===== config.mk =====
export PLATFORM = sky130hd
export DESIGN_NAME = uatx_top
export DESIGN_NICKNAME = d
export VERILOG_FILES = /design/src/rtl/uatx_pkg.sv /design/src/rtl/uatx_hold.sv /design/src/rtl/uatx_framer.sv /design/src/rtl/uatx_bit_timer.sv /design/src/rtl/uatx_top.sv
export SDC_FILE = /design/constraint.sdc
export NUM_CORES = 1
export LEC_CHECK = 0
export ABC_AREA = 1
export BUFFER_PORTS_ARGS = -buffer_cell sky130_fd_sc_hd__clkbuf_2
export CAP_MARGIN = 40
export CELL_PAD_IN_SITES_DETAIL_PLACEMENT = 1
export CELL_PAD_IN_SITES_GLOBAL_PLACEMENT = 1
export CORE_MARGIN = 3
export CORE_UTILIZATION = 39
export DETAILED_ROUTE_END_ITERATION = 6
export GPL_ROUTABILITY_DRIVEN = 0
export PLACE_DENSITY_LB_ADDON = 0.1
export SLEW_MARGIN = 20
export SYNTH_ARGS = -nofsm -noshare
export SYNTH_HDL_FRONTEND = slang
export SYNTH_SLANG_ARGS = --single-unit

===== constraint.sdc =====
create_clock -name clk -period 1.87 [get_ports clk]
set_clock_uncertainty 0.05 [all_clocks]
set_input_delay 0.374 -clock clk [delete_from_list [all_inputs] [get_ports clk]]
set_output_delay 0.374 -clock clk [all_outputs]
set_load 0.005 [all_outputs]

===== src/rtl/uatx_pkg.sv =====
package uatx_pkg;

   typedef enum logic [1:0] {
      FK_IDLE = 2'd0,
      FK_DATA = 2'd1,
      FK_BRK  = 2'd2,
      FK_PRE  = 2'd3
   } frame_kind_e;

   // Parity bit from the xor of all covered bits: even -> xor, odd -> inverse
   function automatic logic par_bit(input logic ones_xor, input logic odd_sel);
      return ones_xor ^ odd_sel;
   endfunction

endpackage


===== src/rtl/uatx_hold.sv =====
module uatx_hold #(
   parameter int DATA_W = 8
) (
   input  logic              clk,
   input  logic              rst_n,
   input  logic              wr_stb,
   input  logic [DATA_W-1:0] wr_data,
   input  logic              bit8_wr,
   input  logic              bit8_val,
   input  logic              load,
   input  logic              status_rd,
   input  logic              busy,
   input  logic              ie_hold_empty,
   input  logic              ie_xmit_done,
   output logic [DATA_W-1:0] hold_data,
   output logic              bit8_q,
   output logic              hold_full,
   output logic              hold_empty,
   output logic              xmit_done,
   output logic              irq_hold_empty,
   output logic              irq_xmit_done
);

   logic armed;
   logic tc_q;

   always_ff @(posedge clk or negedge rst_n) begin
      if (!rst_n) begin
         hold_data <= '0;
         hold_full <= 1'b0;
         bit8_q    <= 1'b0;
         armed     <= 1'b0;
         tc_q      <= 1'b1;
      end else begin
         if (wr_stb) begin
            hold_data <= wr_data;
            hold_full <= 1'b1;
         end else if (load) begin
            hold_full <= 1'b0;
         end
         if (bit8_wr)
            bit8_q <= bit8_val;
         if (wr_stb)
            armed <= 1'b0;
         else if (status_rd)
            armed <= 1'b1;
         if (armed && wr_stb)
            tc_q <= 1'b0;
         else if (!busy && !hold_full)
            tc_q <= 1'b1;
      end
   end

   assign hold_empty     = !hold_full;
   assign xmit_done      = tc_q;
   assign irq_hold_empty = hold_empty & ie_hold_empty;
   assign irq_xmit_done  = tc_q & ie_xmit_done;

   AST_EMPTY_AFTER_LOAD: assert property (@(posedge clk) disable iff (!rst_n)
      (load && !wr_stb) |=> hold_empty);
   AST_FULL_AFTER_WRITE: assert property (@(posedge clk) disable iff (!rst_n)
      wr_stb |=> !hold_empty);
   AST_DONE_CLEARED: assert property (@(posedge clk) disable iff (!rst_n)
      (armed && wr_stb) |=> !xmit_done);
   AST_DONE_KEPT: assert property (@(posedge clk) disable iff (!rst_n)
      (!armed && xmit_done) |=> xmit_done);
   AST_IRQ_GATED: assert property (@(posedge clk) disable iff (!rst_n)
      !ie_xmit_done |-> !irq_xmit_done);

endmodule


===== src/rtl/uatx_framer.sv =====
module uatx_framer import uatx_pkg::*; #(
   parameter int DATA_W = 8,
   parameter int VEC_W  = DATA_W + 6,
   parameter int LEN_W  = $clog2(VEC_W + 1)
) (
   input  logic [DATA_W-1:0] data,
   input  logic              bit8,
   input  logic              nine_mode,
   input  logic              par_en,
   input  logic              par_odd,
   output logic [VEC_W-1:0]  vec,
   output logic [LEN_W-1:0]  len
);

   if (VEC_W < DATA_W + 4) begin : g_bad_vec
      $error("uatx_framer: VEC_W too small for the longest frame");
   end

   // Running xor over the data bits
   logic [DATA_W:0] chain;
   assign chain[0] = 1'b0;
   for (genvar gi = 0; gi < DATA_W; gi++) begin : g_xor
      assign chain[gi+1] = chain[gi] ^ data[gi];
   end

   logic [LEN_W-1:0] pos;

   always_comb begin
      vec    = '1;
      vec[0] = 1'b0;
      for (int i = 0; i < DATA_W; i++)
         vec[i+1] = data[i];
      pos = LEN_W'(DATA_W + 1);
      if (nine_mode) begin
         vec[pos] = bit8;
         pos      = pos + LEN_W'(1);
      end
      if (par_en) begin
         vec[pos] = par_bit(chain[DATA_W] ^ (nine_mode & bit8), par_odd);
         pos      = pos + LEN_W'(1);
      end
      // stop bit at pos stays 1
      len = pos + LEN_W'(1);
   end

endmodule


===== src/rtl/uatx_bit_timer.sv =====
module uatx_bit_timer #(
   parameter int OVS   = 16,
   parameter int LEN_W = 4
) (
   input  logic             clk,
   input  logic             rst_n,
   input  logic             start,
   input  logic             active,
   input  logic             baud_tick,
   input  logic [LEN_W-1:0] len,
   output logic             bit_adv,
   output logic             frame_end
);

   localparam int SUB_W = (OVS > 1) ? $clog2(OVS) : 1;

   if (OVS < 2) begin : g_bad_ovs
      $error("uatx_bit_timer: OVS must be at least 2");
   end

   logic [SUB_W-1:0] sub;
   logic [LEN_W-1:0] bcnt;

   assign bit_adv   = active && baud_tick && (sub == SUB_W'(OVS - 1));
   assign frame_end = bit_adv && (bcnt == len - LEN_W'(1));

   always_ff @(posedge clk or negedge rst_n) begin
      if (!rst_n) begin
         sub  <= '0;
         bcnt <= '0;
      end else if (start || !active) begin
         sub  <= '0;
         bcnt <= '0;
      end else if (bit_adv) begin
         sub  <= '0;
         bcnt <= bcnt + LEN_W'(1);
      end else if (baud_tick) begin
         sub  <= sub + SUB_W'(1);
      end
   end

   AST_BIT_IN_FRAME: assert property (@(posedge clk) disable iff (!rst_n)
      active |-> (bcnt < len));
   AST_NO_TICK_HOLD: assert property (@(posedge clk) disable iff (!rst_n)
      (active && !baud_tick && !start) |=> $stable(sub));

endmodule


===== src/rtl/uatx_top.sv =====
module uatx_top import uatx_pkg::*; #(
   parameter int DATA_W  = 8,
   parameter int OVS     = 16,
   parameter int REG_OUT = 1
) (
   input  logic              clk,
   input  logic              rst_n,
   input  logic              baud_tick,
   input  logic              tx_en,
   input  logic              nine_mode,
   input  logic              par_en,
   input  logic              par_odd,
   input  logic              brk_req,
   input  logic              brk_long,
   input  logic              inv_out,
   input  logic              wr_stb,
   input  logic [DATA_W-1:0] wr_data,
   input  logic              bit8_wr,
   input  logic              bit8_val,
   input  logic              status_rd,
   input  logic              ie_hold_empty,
   input  logic              ie_xmit_done,
   output logic              txd,
   output logic              hold_empty,
   output logic              xmit_done,
   output logic              irq_hold_empty,
   output logic              irq_xmit_done
);

   localparam int VEC_W = DATA_W + 6;
   localparam int LEN_W = $clog2(VEC_W + 1);

   if (DATA_W < 1) begin : g_bad_width
      $error("uatx_top: DATA_W must be positive");
   end

   frame_kind_e       kind;
   logic [VEC_W-1:0]  shreg;
   logic [LEN_W-1:0]  len_q;
   logic              en_q, brk_q;
   logic              pre_pend, brk_pend;
   logic [DATA_W-1:0] hold_data;
   logic              bit8_q, hold_full;
   logic [VEC_W-1:0]  dat_vec;
   logic [LEN_W-1:0]  dat_len;
   logic [LEN_W-1:0]  brk_len;
   logic              bit_adv, frame_end;
   logic              slot, want_brk, want_pre;
   logic              start_brk, start_pre, start_dat, start_any;
   logic              busy, raw_lvl, out_lvl;

   uatx_hold #(.DATA_W(DATA_W)) u_hold (
      .clk(clk), .rst_n(rst_n),
      .wr_stb(wr_stb), .wr_data(wr_data),
      .bit8_wr(bit8_wr), .bit8_val(bit8_val),
      .load(start_dat), .status_rd(status_rd), .busy(busy),
      .ie_hold_empty(ie_hold_empty), .ie_xmit_done(ie_xmit_done),
      .hold_data(hold_data), .bit8_q(bit8_q), .hold_full(hold_full),
      .hold_empty(hold_empty), .xmit_done(xmit_done),
      .irq_hold_empty(irq_hold_empty), .irq_xmit_done(irq_xmit_done)
   );

   uatx_framer #(.DATA_W(DATA_W), .VEC_W(VEC_W), .LEN_W(LEN_W)) u_framer (
      .data(hold_data), .bit8(bit8_q), .nine_mode(nine_mode),
      .par_en(par_en), .par_odd(par_odd), .vec(dat_vec), .len(dat_len)
   );

   uatx_bit_timer #(.OVS(OVS), .LEN_W(LEN_W)) u_timer (
      .clk(clk), .rst_n(rst_n), .start(start_any),
      .active(kind != FK_IDLE), .baud_tick(baud_tick), .len(len_q),
      .bit_adv(bit_adv), .frame_end(frame_end)
   );

   // Break length follows the frame length; long option adds three bits
   assign brk_len = LEN_W'(DATA_W + 2) + LEN_W'(nine_mode)
                  + (brk_long ? LEN_W'(3) : LEN_W'(0));

   // Start arbitration: break, then idle character, then data
   assign slot      = tx_en && ((kind == FK_IDLE) || frame_end);
   assign want_brk  = brk_pend || brk_req;
   assign want_pre  = pre_pend || (tx_en && !en_q);
   assign start_brk = slot && want_brk;
   assign start_pre = slot && !want_brk && want_pre;
   assign start_dat = slot && !want_brk && !want_pre && hold_full;
   assign start_any = start_brk || start_pre || start_dat;

   assign busy = (kind != FK_IDLE) || brk_pend || pre_pend || brk_req;

   always_ff @(posedge clk or negedge rst_n) begin
      if (!rst_n) begin
         en_q     <= 1'b0;
         brk_q    <= 1'b0;
         pre_pend <= 1'b0;
         brk_pend <= 1'b0;
         kind     <= FK_IDLE;
         shreg    <= '1;
         len_q    <= '0;
      end else begin
         en_q  <= tx_en;
         brk_q <= brk_req;
         if (!tx_en)
            brk_pend <= 1'b0;
         else if (start_brk)
            brk_pend <= 1'b0;
         else if (brk_req && !brk_q)
            brk_pend <= 1'b1;
         if (!tx_en)
            pre_pend <= 1'b0;
         else if (start_pre)
            pre_pend <= 1'b0;
         else if (!en_q)
            pre_pend <= 1'b1;
         if (!tx_en) begin
            kind  <= FK_IDLE;
            shreg <= '1;
         end else if (start_brk) begin
            kind  <= FK_BRK;
            shreg <= '0;
            len_q <= brk_len;
         end else if (start_pre) begin
            kind  <= FK_PRE;
            shreg <= '1;
            len_q <= dat_len;
         end else if (start_dat) begin
            kind  <= FK_DATA;
            shreg <= dat_vec;
            len_q <= dat_len;
         end else if (frame_end) begin
            kind  <= FK_IDLE;
            shreg <= '1;
         end else if (bit_adv) begin
            shreg <= {1'b1, shreg[VEC_W-1:1]};
         end
      end
   end

   assign raw_lvl = (kind == FK_IDLE) ? 1'b1 : shreg[0];
   assign out_lvl = raw_lvl ^ inv_out;

   if (REG_OUT != 0) begin : g_reg_out
      logic txd_r;
      always_ff @(posedge clk or negedge rst_n) begin
         if (!rst_n)
            txd_r <= 1'b1;
         else
            txd_r <= out_lvl;
      end
      assign txd = txd_r;
   end else begin : g_comb_out
      assign txd = out_lvl;
   end

   AST_BREAK_LOW: assert property (@(posedge clk) disable iff (!rst_n)
      (kind == FK_BRK) |-> !raw_lvl);
   AST_PREAMBLE_HIGH: assert property (@(posedge clk) disable iff (!rst_n)
      (kind == FK_PRE) |-> raw_lvl);
   AST_OFF_IS_IDLE: assert property (@(posedge clk) disable iff (!rst_n)
      !tx_en |=> (raw_lvl && kind == FK_IDLE));
   AST_LINE_STABLE: assert property (@(posedge clk) disable iff (!rst_n)
      (tx_en && kind != FK_IDLE && !bit_adv) |=> $stable(raw_lvl));
   AST_ONE_START: assert property (@(posedge clk) disable iff (!rst_n)
      $onehot0({start_brk, start_pre, start_dat}));

endmodule


# Word-level counts from Yosys, hierarchy flattened
# Cells that the tools add are included.
word_totals:
  wordCells: 122
  input_bits: 24
  ff_bits: 45
  out_inout_bits: 5
classes:
  bitwise: 13
  eq_ne: 6
  n_addsub: 7
  magnitude_cmp: 2
  muxes: 40
  n_reduce_logical: 39
ops:
  columns: ["operator", "n"]
  rows:
  - ["two-way mux 14 bit", 7]
  - ["two-way mux 4 bit", 9]
  - ["adder 4 x 1 -> 4 bit (second input constant)", 4]
  - ["two-way mux 1 bit", 15]
  - ["bitwise mux 14 bit", 1]
  - ["logical AND 1 bit", 14]
  - ["two-way mux 2 bit", 7]
  - ["nonzero test 2 bit", 5]
  - ["bitwise XOR 1 bit", 10]
  - ["logical OR 1 bit", 9]
  - ["zero test 1 bit", 7]
  - ["inequality test 6 x 1 -> 1 bit (second input constant)", 1]
  - ["nonzero test 3 bit", 2]
  - ["< comparator 4 x 5 -> 1 bit (second input constant)", 1]
  - ["inequality test 5 x 1 -> 1 bit (second input constant)", 1]
  - ["adder 4 x 1 -> 4 bit (first input constant)", 1]
  - ["adder 4 x 2 -> 4 bit", 1]
  - ["demux 1 bit (select 4 bit)", 1]
  - ["== test 4 bit", 1]
  - ["== test 4 bit (second input constant)", 1]
  - ["greater-or-equal comparator 4 x 1 -> 1 bit (second input constant)", 1]
  - ["subtractor 4 x 1 -> 4 bit (second input constant)", 1]
  - ["AND 1 bit", 3]
  - ["inequality test 3 x 1 -> 1 bit (second input constant)", 1]
  - ["other kinds (3)", 3]

# Logic depth before layout (Yosys ltp)
# Gate-level depths: netlist of run 1.
logic_depth:
  depth_word: 15
  depth_mapped: 16
  depth_no_buf: 15

# Hierarchy
# Synthesis of run 1 repeated with hierarchy kept, for this count alone.
hier_totals:
  hier_cells: 401
  area_unflattened_um2: 2886.5
modules_own_cells:
  columns: ["mod", "area_each_um2", "cells_per_inst", "instances"]
  rows:
  - ["uatx_top", 1448.9, 190, 1]
  - ["uatx_bit_timer", 590.6, 88, 1]
  - ["uatx_hold", 493.0, 54, 1]
  - ["uatx_framer", 354.1, 69, 1]

# Worst setup path before layout of run 1
# OpenSTA, ideal clock, no wires.
synth_path:
  path_type: "reg2reg"
  from: "register len_q[0]"
  to: "register shreg[3]"
  period_less_slack_ps: 2068
  stages_incl_launch_ff: 17
  slack_ps: -198
  setup_time_ps: 75
  arrival_ps: 1943
  path_cell_list: "dfrtp_1 inv_2 ha_1 inv_1 nand2_1 nand2_1 nor2_1 nand3_1 nor2_4 nor2_1 nor2_2 nand4_2 buf_4 nand2_1 nand3_1 nand2_1 nand2_1"
synth_between:
  elab_chain_cells: 12
  word_cells_on_any_way: 16
synth_lines:
  columns: ["element", "line_no", "source"]
  rows:
  - ["from (decl)", "uatx_top.sv:39", "logic [LEN_W-1:0] len_q;"]
  - ["from (signal assigned)", "uatx_top.sv:119", "len_q <= brk_len;"]
  - ["from (signal assigned)", "uatx_top.sv:123", "len_q <= dat_len;"]
  - ["from (signal assigned)", "uatx_top.sv:127", "len_q <= dat_len;"]
  - ["subtractor 4 x 1 -> 4 bit (*)", "uatx_bit_timer.sv:25", "assign frame_end = bit_adv && (bcnt == len - LEN_W'(1));"]
  - ["== test 4 bit (*)", "uatx_bit_timer.sv:25", null]
  - ["logical AND 1 bit (*)", "uatx_bit_timer.sv:25", null]
  - ["logical OR 1 bit", "uatx_top.sv:79", "assign slot = tx_en && ((kind == FK_IDLE) || frame_end);"]
  - ["logical AND 1 bit", "uatx_top.sv:79", null]
  - ["logical AND 1 bit", "uatx_top.sv:83, uatx_top.sv:84", null]
  - ["logical AND 1 bit (2 in a row)", "uatx_top.sv:84", "assign start_dat = slot && !want_brk && !want_pre && hold_full;"]
  - ["two-way mux 14 bit", "uatx_top.sv:124", "end else if (start_dat) begin"]
  - ["two-way mux 14 bit", "uatx_top.sv:120", "end else if (start_pre) begin"]
  - ["two-way mux 14 bit", "uatx_top.sv:116", "end else if (start_brk) begin"]
  - ["two-way mux 14 bit", "uatx_top.sv:113", "if (!tx_en) begin"]
  - ["to (signal assigned)", "uatx_top.sv:126", "shreg <= dat_vec;"]
  - ["to (signal assigned)", "uatx_top.sv:132", "shreg <= {1'b1, shreg[VEC_W-1:1]};"]
  - ["to (decl)", "uatx_top.sv:38", "logic [VEC_W-1:0] shreg;"]
# Every way passes the cells marked *; elsewhere a longest branch is shown, timed or not.
# A chain may end at the register's enable or synchronous reset.

# Worst setup path after layout of run 1
layout_path:
  from: "register len_q[1]"
  to: "register shreg[4]"
# Same word-level chain as after synthesis.

==> reports/qor.csv, run 1 <==
metric,value,unit
Critical Path RT,2.05,ns
Min-Delay Path Class,input pin to flop,
crit path kind,flop to flop,
Routed WL,8840,um
clock sinks,45,
layout net count,457,
Filler Cell Count,771,
critical path peak fanout,6,
Root Buffer,clkbuf_8,
area delta synth->final,45.1,%
Cell Pwr Density,1050,nW/um^2
worst path bufs/invs,4,
post-synthesis average cell area,7.81,um^2
Slowest cell on crit path,dfrtp_1,
Synth Area in XOR/XNOR,0.0232,
buffers added on ports,28,
CP peak stage delay,0.37,ns
cell row count,29,
CP Cell Sequence,inv_2 -> ha_4 -> inv_2 -> nand2_2 -> nand2_2 -> nor2_4 -> nand3_4 -> buf_6 -> nor2_4 -> nor2_4 -> nor2_4 -> nand4_4 -> clkbuf_16 -> nand2_4 -> nand3_2 -> nand2_1 -> nand2_1,
Setup crit start kind,flop,
Die Wd,88.3,um
Pint,0.00252,W
largest family of logic cells by synthesized area,simple AND/OR/NAND/NOR gates,
crit path DAT,2.46,ns
part of the power in registers,0.338,
Post-synth EDFFs,0,
Synth Area in Adders,0.0332,
Final Critical Period,2.27,ns
TritonCTS clock tree,done,
GRT Resource Usage Total,0.228,
Placed Cells,479,
FMAX,440,MHz
Avg WL per Cell,17.5,um
Synth Instances,338,
total net switching power,0.00151,W
initial antenna violation count,0,
status,"complete, but fails checks",
mux cell area share after synthesis,0.00426,
Post-route DRC,0,
# diodes,0,
"FFs w/ async S/R, synth",1.00,
"Largest delay share family, worst path",simple AND/OR/NAND/NOR gates,
post-route clock period utilization,1.21,
router iterations before antenna repair,4,
Layout Cells excl Fill,504,
vias in the first global route,2745,
final instance area,3830,um^2
Die Y,88.3,um
post-synthesis sequential element count,45,
Main synth FF type,dfrtp_1,
Routed Antenna Nets,0,
Simple-Gate Fraction of Synth Area,0.333,
global route overflow,0,
CP dominant cell by count,nor2_4,
Worst Tran Pin Value,0.379,ns
"IR drop worst, VDD",0.000440,V
count of pins over their slew limit,0,
Final HPWL DP,5460,um
Mapped Nets,369,
post-synthesis cell type count,41,
largest net degree at the start of global routing,46,
Synthesis Warnings,0,
core area,6460,um^2
violated checks,negative setup slack,
switching share of power,0.376,
Overall Power,0.00403,W
Worst setup EP type,flop,
number of max-cap violations,0,
H-tree depth,2,
Area after DPL,3220,um^2
setup violators final,30,
Setup TNS,-9.47,ns
Clock Path Buffers,2,
post-synthesis compound-gate area fraction,0.0886,
LEAKAGE,1.92,nW
total CTS buffers,5,
register area share after synthesis,0.434,
worst rel slew slack,0.745,
synthesized cell area,2640,um^2
Combinational Power Share,0.468,
vias,2635,
hold_ws,0.170,ns
Min-Delay Startpoint,inv_out,
starting DRC count in detailed routing,128,
crit path from,len_q[1],
clock share of power,0.195,
I/O pin cnt,29,
post-DR vias/cell,5.23,
reg2reg start,len_q[1],
Starting Density,0.409,
first-pass GRT wire length,13700,um
die area,7800,um^2
RSZ-0062 raised after global routing,yes,
reg2reg setup slack,-0.40,ns
Final Hold Vio Count,0,
Worst-path clk slew,0.09,ns
share of cells above drive strength 1,0.461,
worst-skew pair later-pin latency,0.29,ns
PnR worst setup slack,-0.402,ns
-- cell usage after synthesis, drive strengths merged (2+ instances only) --
cell type    n  share of area
a21oi        7          0.018
buf          5          0.012
clkbuf       2         0.0028
dfrtp       29           0.27
dfstp       16           0.16
ha           7          0.033
inv         48          0.068
nand2      110           0.16
nand3       41          0.081
nand4        6          0.017
nor2        24          0.047
o211ai       2         0.0057
o21ai       15          0.033
o31ai        2         0.0076
or2          7          0.017
xnor2        2         0.0066
xor2         5          0.017
-- per-stage QoR --
| step | setup slack, ns | util |
|---|---|---|
| after floorplan | -0.105 | - |
| after global placement | -0.200 | 0.499 |
| after detailed placement | -0.351 | 0.499 |
| after CTS | -0.339 | 0.557 |
| after global routing | -0.501 | 0.594 |
| final | -0.402 | 0.594 |
-- placed cells by master (no fill, tap or decap), types with 2 or more instances in the layout --
cell type  instances
a21oi_1            3
a21oi_2            3
buf_12             4
buf_4             41
buf_6             11
clkbuf_2          28
clkbuf_8           6
dfrtp_1           29
dfstp_2           16
ha_1               5
ha_4               2
inv_1             40
inv_2              7
nand2_1           91
nand2_2           12
nand2_4            7
nand3_1           17
nand3_2           23
nand4_1            5
nor2_1            13
nor2_2             4
nor2_4             7
o211ai_1           2
o21ai_0            7
o21ai_1            5
o21ai_2            2
or2_2              7
xnor2_1            2
xor2_1             5
-- registers in the layout, summed over array words and instances (netlist names) --
register	cells
shreg	14
u_hold.hold_data	8
len_q	4
u_timer.bcnt	4
u_timer.sub	4
kind	2
brk_pend	1
brk_q	1
en_q	1
pre_pend	1
txd	1
u_hold.armed	1
u_hold.bit8_q	1
u_hold.hold_full	1
u_hold.xmit_done	1
-- cells by family after synthesis --
logic type	after synthesis
mux	1
flops	45
simple gates	191
buf+inv	55
compound gates	32
xor+xnor	7
fa+ha+maj	7
-- worst reg2reg max path, stage by stage (launching register included) --
cell and delay [ns]:
dfrtp_1 0.37, inv_2 0.06, ha_4 0.27, inv_2 0.03, nand2_2 0.06, nand2_2 0.07, nor2_4 0.15, nand3_4 0.10
buf_6 0.13, nor2_4 0.13, nor2_4 0.05, nor2_4 0.14, nand4_4 0.15, clkbuf_16 0.21, nand2_4 0.06, nand3_2 0.06
nand2_1 0.07, nand2_1 0.05
-- area by class of cell --
cell class | count | area (um^2) | share of cell area
inverters | 48 | 183 | 0.0477
flip-flops and latches | 45 | 1150 | 0.299
clock inverters | 1 | 30.0 | 0.00783
multi-input cells | 238 | 1590 | 0.414
clock buffers | 7 | 86.3 | 0.0225
well taps | 77 | 96.3 | 0.0251
repair buffers | 88 | 707 | 0.184
-- worst paths after layout --
kind	cells past startpoint	end
setup / recovery	17	shreg[4]
hold / removal	2	txd
setup reg to reg	17	shreg[4]
hold reg to reg	1	u_hold.xmit_done
max in group asynchronous	3	u_hold.xmit_done
min in group asynchronous	3	u_timer.bcnt[3]
-- power by group through the flow --
stage / logic (W) / clock network [W] / registers (W)
3_5_place_dp: 0.00130 / 0 / 0.00136
2_1_floorplan: 0.000795 / 0 / 0.00134
4_1_cts: 0.00164 / 0.000805 / 0.00135
6_report: 0.00189 / 0.000786 / 0.00136
3_3_place_gp: 0.00124 / 0 / 0.00135
5_1_grt: 0.00206 / 0.000853 / 0.00139
-- timing repair --
action	in CTS	in global routing
setup buffers	9	6
pin swaps	7	12
cloned	1	2
resized for setup	43	46
hold buffers	0	1
endpoints found under the hold margin	0	5
endpoints found under the setup margin	30	31
-- per-layer routing --
layer	global-route usage	part of all wire
met2	0.393	0.50
met1	0.295	0.45
met5	0	0
met3	0.0391	0.035
met4	0.0659	0.019
Power figures use the tool's default switching activity.
==> run 2: changes to the inputs <==
--- a/config.mk
+++ b/config.mk
@@ -5,13 +5,13 @@
 export SDC_FILE = /design/constraint.sdc
 export NUM_CORES = 1
 export LEC_CHECK = 0
-export ABC_AREA = 1
+export ABC_AREA = 0
 export BUFFER_PORTS_ARGS = -buffer_cell sky130_fd_sc_hd__clkbuf_2
 export CAP_MARGIN = 40
 export CELL_PAD_IN_SITES_DETAIL_PLACEMENT = 1
 export CELL_PAD_IN_SITES_GLOBAL_PLACEMENT = 1
 export CORE_MARGIN = 3
-export CORE_UTILIZATION = 39
+export CORE_UTILIZATION = 41
 export DETAILED_ROUTE_END_ITERATION = 6
 export GPL_ROUTABILITY_DRIVEN = 0
 export PLACE_DENSITY_LB_ADDON = 0.1
==> run 2 against run 1 <==
  * The flow still finishes with violations (negative setup slack)
  * Die area decreased by 12%
  * Register-to-register slack gained 0.36 ns
  * Synthesized cell count shrank 32%
  * First-iteration DRC count down 58%
  * Worst hold slack lost 0.0061 ns
  * Area after synthesis shrank 8.9%
  * Clock-buffer cell count down 1
  * Flip-flop and latch count unchanged
  * Sequential power grew 10%
  * Critical path depth fell by 9
  * Sequential share of layout area rose by 6.5 points
  * Critical endpoint is now len_q[2]
==> reports/qor.csv, run 2 <==
metric,value,unit,change
crit path from,len_q[0],,was len_q[1]
router iterations before antenna repair,4,,unchanged
core area,5610,um^2,was 6460 um^2
most frequent cells in the layout,"dfrtp_1, clkbuf_2, buf_4, nor2_1, dfstp_2",,"was nand2_1, buf_4, inv_1, dfrtp_1, clkbuf_2"
post-synthesis average cell area,10.5,um^2,was 7.81 um^2
layout net count,323,,was 457
Yosys top cell by area,dfrtp_1,,unchanged
Post-synth EDFFs,0,,unchanged
Final Critical Period,1.91,ns,was 2.27 ns
largest net degree at the start of global routing,29,,was 46
vias,1977,,was 2635
capturing point of the worst reg2reg path,len_q[2],,was shreg[4]
first-pass GRT wire length,10200,um,was 13700 um
Die Wd,82.6,um,was 88.3 um
post-synth top area share,0.301,,was 0.275
Worst setup EP type,flop,,unchanged
reg2reg setup slack,-0.04,ns,was -0.40 ns
count of pins over their slew limit,0,,unchanged
worst setup path endpoint,len_q[2],,was shreg[4]
Synth Instances,230,,was 338
Placed Cells,350,,was 479
post-route clock period utilization,1.02,,was 1.21
Die Y,82.6,um,was 88.3 um
synthesized cell area,2410,um^2,was 2640 um^2
Synthesis Warnings,0,,unchanged
"IR drop worst, VDD",0.000550,V,was 0.000440 V
number of max-cap violations,0,,unchanged
"commonest non-fill, non-tap cell in the layout",dfrtp_1,,was nand2_1
worst-skew pair later-pin latency,0.30,ns,was 0.29 ns
Starting Density,0.429,,was 0.409
Mapped Nets,261,,was 369
# diodes,0,,unchanged
Main synth FF type,dfrtp_1,,unchanged
H-tree depth,2,,unchanged
status,"complete, but fails checks",,unchanged
PnR worst setup slack,-0.0401,ns,was -0.402 ns
GRT Resource Usage Total,0.199,,was 0.228
worst rel slew slack,0.675,,was 0.745
Overall Power,0.00363,W,was 0.00403 W
area delta synth->final,31.0,%,was 45.1%
Cell Pwr Density,1150,nW/um^2,was 1050 nW/um^2
setup violators final,3,,was 30
Worst-path clk slew,0.09,ns,about the same
post-DR vias/cell,5.42,,was 5.23
Root Buffer,clkbuf_8,,unchanged
Routed Antenna Nets,0,,unchanged
starting DRC count in detailed routing,54,,was 128
Final HPWL DP,4490,um,was 5460 um
hold_ws,0.164,ns,was 0.170 ns
Critical Path RT,2.01,ns,was 2.05 ns
"top cells by count, synth","dfrtp_1, nor2_1, a21oi_1, dfstp_2, nand2_1",,"was nand2_1, inv_1, nand3_1"
total CTS buffers,5,,unchanged
LEAKAGE,1.40,nW,was 1.92 nW
initial antenna violation count,0,,unchanged
violated checks,negative setup slack,,unchanged
crit path DAT,2.05,ns,was 2.46 ns
post-synthesis cell type count,54,,was 41
Worst Tran Pin Value,0.487,ns,was 0.379 ns
vias in the first global route,2040,,was 2745
max reg flops,14,,unchanged
Routed WL,6200,um,was 8840 um
Top Registers,"shreg: 14 flops, u_hold.hold_data: 8 flops",,unchanged
"top cells by area, synth","dfrtp_1, dfstp_2, xnor2_1",,"was dfrtp_1, dfstp_2, nand2_1"
TritonCTS clock tree,done,,unchanged
pre-CTS setup slack,-0.175,ns,was -0.351 ns
share of cells above drive strength 1,0.457,,was 0.461
Final Hold Vio Count,0,,unchanged
reg2reg path depth,8,,was 17
FMAX,524,MHz,was 440 MHz
"FFs w/ async S/R, synth",1.00,,unchanged
reg2reg start,len_q[0],,was len_q[1]
Post-route DRC,0,,unchanged
Avg WL per Cell,17.0,um,was 17.5 um
Layout Cells excl Fill,365,,was 504
Clock Path Buffers,2,,unchanged
I/O pin cnt,29,,unchanged
"Core Util, Final",0.562,,was 0.594
register area share after synthesis,0.476,,was 0.434
most common cell in the netlist,dfrtp_1,,was nand2_1
post-synthesis sequential element count,45,,unchanged
global route overflow,0,,unchanged
clock sinks,45,,unchanged
critical path peak fanout,6,,unchanged
Setup crit start kind,flop,,unchanged
Min-Delay Path Class,input pin to flop,,unchanged
crit path kind,flop to flop,,unchanged
die area,6830,um^2,was 7800 um^2
buffers added on ports,28,,unchanged
RSZ-0062 raised after global routing,yes,,unchanged
largest register by flop count,shreg,,unchanged
cell row count,27,,was 29
==> run 2: layout make-up <==
| type | instances | area [um^2] |
|---|---|---|
| multi-input combinational | 170 | 1360 |
| sequential | 45 | 1150 |
| tap | 72 | 90.1 |
| clock buffer | 6 | 72.6 |
| clock inverter | 2 | 10.0 |
| fill | 638 | 2450 |
| inverter | 7 | 26.3 |
| timing repair buffer | 63 | 445 |
==> run 2: repair_timing <==
action                                 in CTS  in global routing
resized for setup                          11                 27
pin swaps                                   4                 16
endpoints found under the hold margin      10                  0
setup endpoints to repair                  18                 21
setup buffers                               5                  1
hold buffers                                1                  0
==> run 2: cell families after synthesis <==
group / Yosys count / share of synthesized area
AOI/OAI and AO/OA: 63 / 0.169
DFF: 45 / 0.476
and+or+nand+nor: 68 / 0.152
xor gates and xnor gates: 19 / 0.0748
adders and majority gates: 7 / 0.0364
buffers and inverters: 15 / 0.0307
muxes: 13 / 0.0608
==> run 2: worst max-delay path, stage by stage, from the launching register on <==
cell,delay (ns)
dfrtp_1,0.41
inv_2,0.09
ha_4,0.20
xnor2_2,0.12
nor2_1,0.09
and4_4,0.28
o21a_4,0.19
nand2_4,0.07
mux2_4,0.29
==> run 2: worst min-delay path by stage <==
stage	start	endpoint	slack (ns)	depth (start not counted)
2_1_floorplan	rst_n	brk_pend	0.03	0
3_3_place_gp	rst_n	len_q[2]	0.31	1
3_5_place_dp	rst_n	len_q[2]	0.31	1
4_1_cts	inv_out	txd	0.15	2
5_1_grt	inv_out	txd	0.16	2
6_report	inv_out	txd	0.16	2
==> run 2: power breakdown <==
part / internal [W] / leakage, nW / switching, W
Clock: 0.000260 / 0.0450 / 0.000330
Sequential: 0.00130 / 0.524 / 0.000201
Combinational: 0.000773 / 0.834 / 0.000769
==> run 2: routing by layer <==
metal / up-vias / track usage / share of wire
li1: 949 / - / -
met1: 988 / 0.262 / 0.44
met2: 36 / 0.333 / 0.51
met3: 4 / 0.0358 / 0.040
met4: 0 / 0.0588 / 0.0073
met5: - / 0 / 0
==> run 2: through the flow <==
| step | setup TNS [ns] | area, um^2 |
|---|---|---|
| CTS | -0.0515 | 3020 |
| floorplan | -0.0361 | 2430 |
| finish | -0.0890 | 3150 |
| detailed placement | -1.55 | 2850 |
| global route | -1.07 | 3150 |
| global placement | -0.402 | 2850 |
==> run 3: changes to the inputs <==
--- a/config.mk
+++ b/config.mk
@@ -15,6 +15,7 @@
 export DETAILED_ROUTE_END_ITERATION = 6
 export GPL_ROUTABILITY_DRIVEN = 0
 export PLACE_DENSITY_LB_ADDON = 0.1
+export RECOVER_POWER = 50
 export SLEW_MARGIN = 20
 export SYNTH_ARGS = -nofsm -noshare
 export SYNTH_HDL_FRONTEND = slang
==> run 3 against run 2 <==
  * The run still ends with negative setup slack left
  * Clock power about the same
  * Design area down 0.40%
  * Via count about the same
  * Sequential power about the same
  * Sequential share of layout area up 0.14 points
  * Power about the same
  * Worst hold slack about the same
  * Clock-buffer cell count unchanged
  * Critical path type unchanged
==> reports/qor.csv, run 3 (same netlist as run 2, synthesis figures left out) <==
metric,value,unit,change
status,"complete, but fails checks",,unchanged
violated checks,negative setup slack,,unchanged
RSZ-0062 raised after global routing,yes,,unchanged
buffers added on ports,28,,unchanged
"commonest non-fill, non-tap cell in the layout",dfrtp_1,,unchanged
Critical Path RT,2.01,ns,about the same
Routed WL,6200,um,about the same
crit path kind,flop to flop,,unchanged
starting DRC count in detailed routing,54,,unchanged
crit path DAT,2.05,ns,about the same
Post-route DRC,0,,unchanged
Die Y,82.6,um,unchanged
Final Hold Vio Count,0,,unchanged
FMAX,524,MHz,unchanged
Worst Tran Pin Value,0.994,ns,was 0.487 ns
Worst-path clk slew,0.09,ns,about the same
global route overflow,0,,unchanged
PnR worst setup slack,-0.0401,ns,unchanged
pre-CTS setup slack,-0.175,ns,unchanged
total CTS buffers,5,,unchanged
"IR drop worst, VDD",0.000550,V,about the same
Overall Power,0.00363,W,about the same
worst-skew pair later-pin latency,0.30,ns,about the same
layout net count,323,,unchanged
share of cells above drive strength 1,0.447,,was 0.457
GRT Resource Usage Total,0.199,,unchanged
post-route clock period utilization,1.02,,unchanged
cell row count,27,,unchanged
worst rel slew slack,0.337,,was 0.675
router iterations before antenna repair,4,,unchanged
core area,5610,um^2,unchanged
largest register by flop count,shreg,,unchanged
initial antenna violation count,0,,unchanged
setup violators final,3,,unchanged
number of max-cap violations,0,,unchanged
critical path peak fanout,6,,unchanged
Worst setup EP type,flop,,unchanged
Final Critical Period,1.91,ns,unchanged
Avg WL per Cell,17.0,um,about the same
first-pass GRT wire length,10200,um,unchanged
H-tree depth,2,,unchanged
vias in the first global route,2040,,unchanged
largest net degree at the start of global routing,29,,unchanged
Setup TNS,-0.0890,ns,unchanged
Final HPWL DP,4490,um,unchanged
"Core Util, Final",0.560,,was 0.562
clock sinks,45,,unchanged
max reg flops,14,,unchanged
post-DR vias/cell,5.41,,was 5.42
Die Wd,82.6,um,unchanged
TritonCTS clock tree,done,,unchanged
Cell Pwr Density,1160,nW/um^2,was 1150 nW/um^2
Filler Cell Count,640,,was 638
Setup crit start kind,flop,,unchanged
LEAKAGE,1.39,nW,was 1.40 nW
die area,6830,um^2,unchanged
I/O pin cnt,29,,unchanged
Clock Path Buffers,2,,unchanged
count of pins over their slew limit,0,,unchanged
Top Registers,"shreg: 14 flops, u_hold.hold_data: 8 flops",,unchanged
Root Buffer,clkbuf_8,,unchanged
area delta synth->final,30.5,%,was 31.0%
# diodes,0,,unchanged
Min-Delay Path Class,input pin to flop,,unchanged
Routed Antenna Nets,0,,unchanged
Starting Density,0.429,,unchanged
vias,1976,,was 1977
most frequent cells in the layout,"dfrtp_1, buf_4, clkbuf_2, nor2_1, dfstp_2",,"was dfrtp_1, clkbuf_2, buf_4, nor2_1, dfstp_2"
## run 3: timing repair
item                       in CTS  in global routing
setup endpoints to repair      18                 21
buffers inserted                5                  1
hold buffers                    1                  0
hold endpoints to repair       10                  0
gates cloned                    0                  0
pin swaps                       4                 16
gates resized for setup        11                 27
## run 3: cell type report
class,count,area [um^2],share of cell area
multi-input cells,170,1360,0.434
repair buffers,63,433,0.138
clock buffers,6,72.6,0.0231
flip-flops and latches,45,1150,0.365
well taps,72,90.1,0.0287
inverters,7,26.3,0.00837
clock inverters,2,10.0,0.00319
## run 3: final timing paths
kind	startpoint	endpoint	slack (ns)	cells after the start
setup / recovery	len_q[0]	len_q[2]	-0.04	8
hold / removal	inv_out	txd	0.16	2
setup reg to reg	len_q[0]	len_q[2]	-0.04	8
hold reg to reg	u_hold.armed	u_hold.xmit_done	0.38	1
max in group asynchronous	rst_n	shreg[6]	0.23	3
min in group asynchronous	rst_n	kind[1]	0.69	2
## run 3: per-layer routing
| metal | up-vias | share of wire | track usage | wire length, um |
|---|---|---|---|---|
| met5 | - | 0 | 0 | 0 |
| met4 | 0 | 0.0073 | 0.0588 | 45 |
| met3 | 4 | 0.040 | 0.0358 | 248 |
| met2 | 36 | 0.51 | 0.333 | 3150 |
| met1 | 987 | 0.44 | 0.262 | 2760 |
| li1 | 949 | - | - | - |
## run 3: per-stage QoR
stage / cells / hold slack [ns] / instance area [um^2]
6_report: 365 / 0.164 / 3140
5_1_grt: 365 / 0.158 / 3140
4_1_cts: 364 / 0.150 / 3020
3_5_place_dp: 350 / 0.311 / 2850
3_3_place_gp: 350 / 0.308 / 2850
2_1_floorplan: 230 / 0.0284 / 2430
## run 3: critical path: stages, from the launching register on
cell     delay (ns)
dfrtp_1        0.41
inv_2          0.09
ha_4           0.20
xnor2_2        0.12
nor2_1         0.09
and4_4         0.28
o21a_4         0.19
nand2_4        0.07
mux2_4         0.29
## run 3: where the power goes
| part | internal [W] | switching [W] | total [W] |
|---|---|---|---|
| sequential | 0.00130 | 0.000201 | 0.00150 |
| combinational | 0.000770 | 0.000768 | 0.00154 |
| clock | 0.000260 | 0.000330 | 0.000590 |
| total | 0.00233 | 0.00130 | 0.00363 |
